$ cat src/rtl/ies_pkg.sv
package ies_pkg;

  localparam int unsigned WORD_W  = 32;
  localparam int unsigned N_FLAGS = 3;

  // lsb-indexed positions inside the status word (decoded by software)
  localparam int unsigned POS_RETRY = 26;
  localparam int unsigned POS_IABRT = 25;
  localparam int unsigned POS_TABRT = 24;

  // flag vector order: [2] retry error, [1] initiator abort, [0] target abort
  localparam int unsigned IDX_RETRY = 2;
  localparam int unsigned IDX_IABRT = 1;
  localparam int unsigned IDX_TABRT = 0;

  function automatic logic [WORD_W-1:0] pack_status(input logic [N_FLAGS-1:0] f);
    logic [WORD_W-1:0] w;
    w = '0;
    w[POS_RETRY] = f[IDX_RETRY];
    w[POS_IABRT] = f[IDX_IABRT];
    w[POS_TABRT] = f[IDX_TABRT];
    return w;
  endfunction

  function automatic logic [N_FLAGS-1:0] unpack_clear(input logic [WORD_W-1:0] w);
    logic [N_FLAGS-1:0] m;
    m[IDX_RETRY] = w[POS_RETRY];
    m[IDX_IABRT] = w[POS_IABRT];
    m[IDX_TABRT] = w[POS_TABRT];
    return m;
  endfunction

endpackage

$ cat src/rtl/ies_retry_tracker.sv
module ies_retry_tracker #(
  parameter int unsigned LIM_W = 8
) (
  input  logic             clk,
  input  logic             rst_n,
  input  logic             clr_start,
  input  logic             clr_done,
  input  logic             retry,
  input  logic [LIM_W-1:0] limit,
  output logic             retry_err,
  output logic [LIM_W-1:0] count
);

  localparam logic [LIM_W-1:0] CNT_MAX = {LIM_W{1'b1}};

  function automatic logic [LIM_W-1:0] sat_inc(input logic [LIM_W-1:0] c);
    return (c == CNT_MAX) ? c : c + 1'b1;
  endfunction

  function automatic logic reaches_limit(input logic [LIM_W-1:0] c,
                                         input logic [LIM_W-1:0] l);
    logic [LIM_W:0] nxt;
    nxt = {1'b0, c} + 1'b1;
    return (l != '0) && (nxt == {1'b0, l});
  endfunction

  logic clr_any;
  logic counting;

  assign clr_any   = clr_start | clr_done;
  assign counting  = retry && !clr_any && (limit != '0);
  assign retry_err = counting && reaches_limit(count, limit);

  always_ff @(posedge clk) begin
    if (!rst_n)        count <= '0;
    else if (clr_any)  count <= '0;
    else if (counting) count <= sat_inc(count);
  end

  AST_ZERO_LIMIT_SILENT: assert property (@(posedge clk) disable iff (!rst_n)
    (limit == '0) |-> !retry_err);
  AST_COUNT_CLEARS: assert property (@(posedge clk) disable iff (!rst_n)
    clr_any |=> (count == '0));
  AST_COUNT_ADVANCES: assert property (@(posedge clk) disable iff (!rst_n)
    counting |=> (count != '0));

endmodule

$ cat src/rtl/ies_claim_timer.sv
module ies_claim_timer #(
  parameter int unsigned WIN_W = 8
) (
  input  logic             clk,
  input  logic             rst_n,
  input  logic             addr_phase,
  input  logic             devsel,
  input  logic [WIN_W-1:0] window,
  output logic             timeout,
  output logic             armed
);

  logic [WIN_W-1:0] remain;

  function automatic logic [WIN_W-1:0] load_value(input logic [WIN_W-1:0] w);
    return (w == '0) ? {{(WIN_W-1){1'b0}}, 1'b1} : w;
  endfunction

  logic last_cycle;
  assign last_cycle = (remain == {{(WIN_W-1){1'b0}}, 1'b1});
  assign timeout    = armed && !devsel && !addr_phase && last_cycle;

  always_ff @(posedge clk) begin
    if (!rst_n) begin
      armed  <= 1'b0;
      remain <= '0;
    end else if (addr_phase) begin
      armed  <= 1'b1;
      remain <= load_value(window);
    end else if (armed) begin
      if (devsel || last_cycle) armed <= 1'b0;
      else                      remain <= remain - 1'b1;
    end
  end

  AST_TIMEOUT_NEEDS_ARMED: assert property (@(posedge clk) disable iff (!rst_n)
    timeout |-> armed);
  AST_DEVSEL_CANCELS: assert property (@(posedge clk) disable iff (!rst_n)
    (armed && devsel && !addr_phase) |=> !armed);
  AST_TIMEOUT_DISARMS: assert property (@(posedge clk) disable iff (!rst_n)
    timeout |=> !armed);

endmodule

$ cat src/rtl/ies_flag_bank.sv
module ies_flag_bank #(
  parameter int unsigned NF = 3
) (
  input  logic          clk,
  input  logic          rst_n,
  input  logic [NF-1:0] set_ev,
  input  logic [NF-1:0] clr_req,
  input  logic [NF-1:0] en,
  output logic [NF-1:0] flags,
  output logic          irq
);

  logic [NF-1:0] active_src;
  assign active_src = flags & en;

  genvar i;
  generate
    for (i = 0; i < NF; i++) begin : g_flag
      always_ff @(posedge clk) begin
        if (!rst_n)         flags[i] <= 1'b0;
        else if (set_ev[i]) flags[i] <= 1'b1;
        else if (clr_req[i]) flags[i] <= 1'b0;
      end

      AST_SET_WINS: assert property (@(posedge clk) disable iff (!rst_n)
        set_ev[i] |=> flags[i]);
      AST_FLAG_STICKY: assert property (@(posedge clk) disable iff (!rst_n)
        (flags[i] && !clr_req[i]) |=> flags[i]);
      AST_W1C_CLEARS: assert property (@(posedge clk) disable iff (!rst_n)
        (clr_req[i] && !set_ev[i]) |=> !flags[i]);
    end
  endgenerate

  always_ff @(posedge clk) begin
    if (!rst_n) irq <= 1'b0;
    else        irq <= |active_src;
  end

  AST_IRQ_FOLLOWS: assert property (@(posedge clk) disable iff (!rst_n)
    1'b1 |=> (irq == $past(|(flags & en))));

endmodule

$ cat src/rtl/init_err_status.sv
module init_err_status
  import ies_pkg::*;
#(
  parameter int unsigned LIM_W = 8,
  parameter int unsigned WIN_W = 8
) (
  input  logic              clk,
  input  logic              rst_n,
  input  logic              wr_en,
  input  logic [WORD_W-1:0] wr_data,
  output logic [WORD_W-1:0] rd_data,
  input  logic [LIM_W-1:0]  retry_limit,
  input  logic [WIN_W-1:0]  claim_window,
  input  logic [N_FLAGS-1:0] irq_en,
  input  logic              txn_start,
  input  logic              txn_done,
  input  logic              addr_phase,
  input  logic              devsel,
  input  logic              retry,
  input  logic              target_abort,
  output logic              irq
);

  // internal events brought out as named wires
  logic               ev_retry_err;
  logic               ev_claim_tmo;
  logic               tmr_armed;
  logic [LIM_W-1:0]   retry_count;
  logic [N_FLAGS-1:0] set_vec;
  logic [N_FLAGS-1:0] clr_vec;
  logic [N_FLAGS-1:0] flag_q;

  ies_retry_tracker #(.LIM_W(LIM_W)) u_retry (
    .clk       (clk),
    .rst_n     (rst_n),
    .clr_start (txn_start),
    .clr_done  (txn_done),
    .retry     (retry),
    .limit     (retry_limit),
    .retry_err (ev_retry_err),
    .count     (retry_count)
  );

  ies_claim_timer #(.WIN_W(WIN_W)) u_claim (
    .clk        (clk),
    .rst_n      (rst_n),
    .addr_phase (addr_phase),
    .devsel     (devsel),
    .window     (claim_window),
    .timeout    (ev_claim_tmo),
    .armed      (tmr_armed)
  );

  always_comb begin
    set_vec            = '0;
    set_vec[IDX_RETRY] = ev_retry_err;
    set_vec[IDX_IABRT] = ev_claim_tmo;
    set_vec[IDX_TABRT] = target_abort;
  end

  assign clr_vec = wr_en ? unpack_clear(wr_data) : '0;

  ies_flag_bank #(.NF(N_FLAGS)) u_flags (
    .clk     (clk),
    .rst_n   (rst_n),
    .set_ev  (set_vec),
    .clr_req (clr_vec),
    .en      (irq_en),
    .flags   (flag_q),
    .irq     (irq)
  );

  assign rd_data = pack_status(flag_q);

  AST_TABORT_SETS: assert property (@(posedge clk) disable iff (!rst_n)
    target_abort |=> rd_data[POS_TABRT]);
  AST_RETRY_ERR_SETS: assert property (@(posedge clk) disable iff (!rst_n)
    ev_retry_err |=> rd_data[POS_RETRY]);
  AST_NO_RETRY_WHEN_CLEARED: assert property (@(posedge clk) disable iff (!rst_n)
    (txn_start || txn_done) |-> !ev_retry_err);

endmodule

$ cat config.mk
export PLATFORM = sky130hd
export DESIGN_NAME = init_err_status
export DESIGN_NICKNAME = d
export VERILOG_FILES = /design/src/rtl/ies_pkg.sv /design/src/rtl/ies_retry_tracker.sv /design/src/rtl/ies_claim_timer.sv /design/src/rtl/ies_flag_bank.sv /design/src/rtl/init_err_status.sv
export SDC_FILE = /design/constraint.sdc
export NUM_CORES = 1
export LEC_CHECK = 0
export BUFFER_PORTS_ARGS = -buffer_cell sky130_fd_sc_hd__buf_2
export CORE_MARGIN = 5
export CORE_UTILIZATION = 44
export DETAILED_ROUTE_END_ITERATION = 8
export PLACE_DENSITY = 0.8
export REMOVE_ABC_BUFFERS = 1
export SLEW_MARGIN = 20
export SYNTH_ARGS = -nofsm -noshare
export SYNTH_HDL_FRONTEND = slang
export SYNTH_HIERARCHICAL = 1
export SYNTH_SLANG_ARGS = --single-unit
$ cat constraint.sdc
create_clock -name clk -period 2.4 [get_ports clk]
set_input_delay 0.12 -clock clk [delete_from_list [all_inputs] [get_ports clk]]
set_output_delay 0.12 -clock clk [all_outputs]
set_load 0.03 [all_outputs]
; Word level (Yosys, flattened, before mapping)
; Cells that the tools add are included.
[word_totals]
reg_bits = 21
inputBits = 60
output_inout_bits = 33
[classes]
add_sub_neg = 3
n_eq_ne = 4
muxes = 14
bitwise_logic = 4
n_reduce_logical = 21
[ops]
columns = cell, count
row1 = $mux 8, 4
row2 = $add 8x1->9 const B, 1
row3 = $eq 9x8->1, 1
row4 = $mux 1, 9
row5 = $add 8x1->8 const B, 1
row6 = $eq 8x1->1 const B, 1
row7 = $eq 8x8->1 const B, 1
row8 = $logic_not 8->1, 1
row9 = $reduce_bool 2->1, 4
row10 = $reduce_bool 8->1, 1
row11 = $sub 8x1->8 const B, 1
row12 = $logic_and 1x1->1, 7
row13 = $reduce_and 2->1, 2
row14 = $and 3x3->3, 1
row15 = $logic_not 1->1, 3
row16 = $mux 3, 1
row17 = $reduce_or 3->1, 1
row18 = $ne 2x2->1 const B, 1
row19 = $not 1->1, 2
row20 = $reduce_or 2->1, 1
row21 = $logic_or 1x1->1, 1
row22 = $or 1x1->1, 1

; Depth between registers and ports, before layout
[depth]
word_depth = 6
ltp_mapped = 7
mapped_depth_nobuf = 7

; By module
; Netlist, hierarchy kept.
[modules_own_cells]
columns = module, n_inst, cells_each, area_each_um2, seq_area_each_um2
row1 = ies_retry_tracker, 1, 80, 664.4, 160.2
row2 = ies_claim_timer, 1, 69, 583.1, 180.2
row3 = init_err_status, 1, 33, 240.2, 0.0
row4 = ies_flag_bank, 1, 12, 137.6, 80.1

; Worst setup path before layout
; Ideal clock, no wire load.
[synth_timing]
kind = register to register
from = reg u_retry.count[0]
to = reg u_flags.flags[2]
setup_time_ns = 0.058
t_arrival_ns = 1.843
t_required_ns = 2.342
path_slack_ns = 0.499
path_stages_with_launch = 8
n_path_buf = 0
path_cell_list = dfxtp_1 ha_1 nand3_2 nor2_1 mux2_2 a211o_1 a211oi_1 o21a_1
[synth_via]
elab_chain_cells = 5
[synth_rtl]
columns = element, line_no
row1 = from (decl), ies_retry_tracker.sv:11  ; output logic [LIM_W-1:0] count
row2 = from (signal assigned), ies_retry_tracker.sv:37  ; else if (counting) count <= sat_inc(count);
row3 = $add 8x1->9 (*), ies_retry_tracker.sv:23  ; nxt = {1'b0, c} + 1'b1;
row4 = $eq 9x8->1 (*), ies_retry_tracker.sv:24  ; return (l != '0) && (nxt == {1'b0, l});
row5 = $logic_and 1x1->1 (*), ies_retry_tracker.sv:24
row6 = $logic_and 1x1->1 (*), ies_retry_tracker.sv:32  ; assign retry_err = counting && reaches_limit(count, limit);
row7 = net ev_retry_err, init_err_status.sv:25  ; logic ev_retry_err;
row8 = $mux 1 or $reduce_bool 2->1 (tied branches), n/a
row9 = "to (signal, indexed assignment)", ies_flag_bank.sv:20  ; if (!rst_n) flags[i] <= 1'b0;
row10 = "to (signal, indexed assignment)", ies_flag_bank.sv:21  ; else if (set_ev[i]) flags[i] <= 1'b1;
row11 = "to (signal, indexed assignment)", ies_flag_bank.sv:22  ; else if (clr_req[i]) flags[i] <= 1'b0;
row12 = to (decl), ies_flag_bank.sv:9  ; output logic [NF-1:0] flags,
; The timed path passes the listed nets; every way through them passes the cells marked *.
; A chain may end at the register's enable or synchronous reset.

; Worst setup path in the final report
; Same ends and word-level chain as after synthesis.

==> summary.md <==
| Metric | Value |
|---|---|
| Final nets | just under 300 |
| Vias post-DR | approximately 1,300 |
| Ratio of cells with drive above 1 in the final layout | 24.0% |
| Outcome | finished clean |
| Post-cts hold buffer count | 0 |
| Initial antenna violation count | 0 |
| Yosys Warn Count | 6 |
| Flops & latches, synth | 21 |
| Crit path launch type | register |
| Fin crit period | between 2 and 2.5 ns |
| Wire per inst | about 12 µm |
| Data arrival, critical path | ~2.3 ns |
| First-pass GRT wire length | ~5000 µm |
| Diodes inserted | 0 |
| Post-synth top area cell | dfxtp_1 |
| Top delay family on crit path | compound AO/OA/AOI/OAI gates |
| Clock Root Buffer | clkbuf_8 |
| Least-Margin Pin Slew | just under 0.5 ns |
| Clock slew at reported path FFs | ~0.080 ns |
| Critical Path End Type | register |
| Cell area after synthesis | around 1600 µm² |
| Via density | roughly 5 |
| Ys async rst share | 0% |
| WP data required | about 2.6 ns |
| Io pins | between 90 and 100 |
| Worst Hold Class | primary input to register |
| Max-cap viol count | 0 |
| Fin. max-slew vios | 0 |
| H-tree depth | 1 |
| Clock Path Buffers | 2 |
| Initial core utilization | roughly 45% |
| Antenna Nets Post-Route | 0 |
| RD Place Congestion | approximately 0.87 |
| Drt pass-1 iters | 4 |
| DP Wirelength | about 2600 µm |
| CTS tree | done |
| DRC Markers | 0 |
| Core area | roughly 3600 µm² |
| Top cells by area, synth | dfxtp_1 26%, buf_4 13%, xnor2_1 8.1% |
| Fin Setup TNS | 0 ns |
| Synth-to-layout area growth | 8.85% |
| IO buf count | 34 |
| Clock skew | between 0.005 and 0.006 ns |
| Cell count after synthesis | about 190 |
| Vias in the first global route | roughly 1,200 |
| DRT Wirelength | ~3200 µm |
| WP buf/inv | 0 |
| Die span in y | approximately 71 µm |
| CTS buffer count | 3 |
| Mapped Avg Cell Area | about 8.4 µm² |
| Peak supply drop | a little over 0.2 mV |
| Die W | just over 70 µm |
| Pleak | just over 0.7 nW |
| Critical path, cell by cell | ha_1 > nand3_2 > nor2_1 > mux2_2 > a211o_1 > a211oi_1 > o21a_1 |
| F_max | a little under 0.5 GHz |
| Clock sink count | 21 |
| Final Cycle Share | around 87% |
| DIE AREA | roughly 5000 µm² |
| Row cnt | 22 |
| Total grt overflow | 0 |
| Worst-Skew Late Latency | around 0.25 ns |
| Final Cell Area | between 1500 and 2000 µm² |
| EDFF count, synth | 0 |
| Max transition margin | between 60% and 70% |
| Crit path max-delay cell type | dfxtp_1 |
| Crit path max fanout | 5 |
| # resized after CTS | 0 |
| Post-placement cell count | about 270 |
| RSZ-0062 raised after global routing | no |
| Final setup fails | 0 |
| Largest net degree at the start of global routing | 17 |
| Yosys top cell area share | around a quarter |
| Hold Fails Final Rpt | 0 |
| Crit Path Class | register to register |
| DRT iter0 DRCs | between 50 and 60 |
| Final std cells w/o fill | around 270 |
| Setup bufs post-CTS | 0 |
| Synth Flop Type | dfxtp_1 |
| Max stage delay on crit path | 0.43 ns |
| Final Util | just under 50% |
| Power density over the cells | approximately 450 nW/µm² |
| DP Area | roughly 1700 µm² |
| Total GRT Usage | between 10% and 20% |
| Register area share after synthesis | 25.9% |
| Distinct cells, synth | 49 |
## worst reg2reg max path: cells and delay by family, from the launching register on
kind                     cells  cell delay [ns]
flip-flops                   1             0.43
AO/OA/AOI/OAI                3             0.68
adder cells (fa/ha/maj)      1             0.29
AND/OR/NAND/NOR              2             0.30
multiplexers                 1             0.35
## metrics by stage
step                      worst slack (ns)  hold slack (ns)  power, mW
after floorplan                      0.499            0.238      0.525
after global placement               0.323            0.331      0.574
after detailed placement             0.354            0.336      0.578
after CTS                            0.319           0.0668      0.803
after global routing                 0.167           0.0726      0.839
final                                0.318           0.0684      0.796
## path summary, 6_finish.rpt
path	depth (start not counted)	startpoint	slack, ns	endpoint
worst max-delay path	7	u_retry/count[0]	0.32	u_flags/flags[2]
worst min-delay path	2	target_abort	0.07	u_flags/flags[0]
worst max register to register	7	u_retry/count[0]	0.32	u_flags/flags[2]
worst min register to register	2	u_claim/remain[1]	0.52	u_claim/remain[1]
## sequential cells by signal, indices dropped and copies added, names as in the netlist
name            flops
u_claim/armed       1
u_flags/irq         1
u_flags/flags       3
u_claim/remain      8
u_retry/count       8
## power by group
group	total [mW]	switching [mW]	internal, mW
clock network	0.225	0.109	0.115
logic	0.193	0.129	0.0642
registers	0.378	0.0163	0.362
## routing by layer
layer  wire, µm  vias up  part of all wire, %  track usage (%)
li1           -      688                    -                -
met1       1430      602                   45             15.3
met2       1520       38                   48             21.1
met3        229        2                  7.2             2.84
met4          8        0                 0.25             3.13
met5          0        -                    0                0
## cell families after synthesis
logic type / count (synthesis) / share of synthesized area (%)
multiplexers: 4 / 2.54
adder cells (fa/ha/maj): 3 / 2.31
XOR/XNOR: 18 / 9.70
flip-flops: 21 / 25.9
AO/OA/AOI/OAI: 39 / 17.3
other: 1 / 0.231
AND/OR/NAND/NOR: 68 / 26.0
buffers and inverters: 40 / 16.0
## cells in the mapped netlist, types with 2 or more instances
| cell | instances |
|---|---|
| buf_4 | 29 |
| dfxtp_1 | 21 |
| xnor2_1 | 15 |
| nor2_1 | 13 |
| nand2_1 | 11 |
| o21ai_0 | 10 |
| a21oi_1 | 9 |
| nor2b_1 | 7 |
| clkbuf_1 | 6 |
| nor3_1 | 6 |
| inv_1 | 4 |
| nand3_1 | 4 |
| o21a_1 | 4 |
| a211oi_1 | 3 |
| and2_1 | 3 |
| ha_1 | 3 |
| mux2i_1 | 3 |
| xor2_1 | 3 |
| a2111oi_0 | 2 |
| a2111oi_2 | 2 |
| and3b_1 | 2 |
| nand3_2 | 2 |
| nand3b_1 | 2 |
| nor3b_1 | 2 |
| nor3b_2 | 2 |
| o2111ai_1 | 2 |
| or3_1 | 2 |
## area by class of cell
cell class | count | area [µm²]
Fill cell | 353 | 1840
Multi-Input combinational cell | 161 | 1050
Sequential cell | 21 | 420
Timing Repair Buffer | 35 | 178
Tap cell | 48 | 60.1
Clock buffer | 3 | 41.3
Inverter | 4 | 15.0
Clock inverter | 1 | 5.00
## cell usage in the layout, fill, tap and decap left out, drive strengths merged, types with 6 or more instances in the layout
master,synthesis,layout
o21ai,10,10
nor3,7,7
a21oi,9,9
nand3,6,6
conb,1,29
buf,30,35
nand2,11,11
nor2b,8,8
dfxtp,21,21
nor2,14,14
xnor2,15,15
No activity file was read; power rests on OpenSTA's default activity.
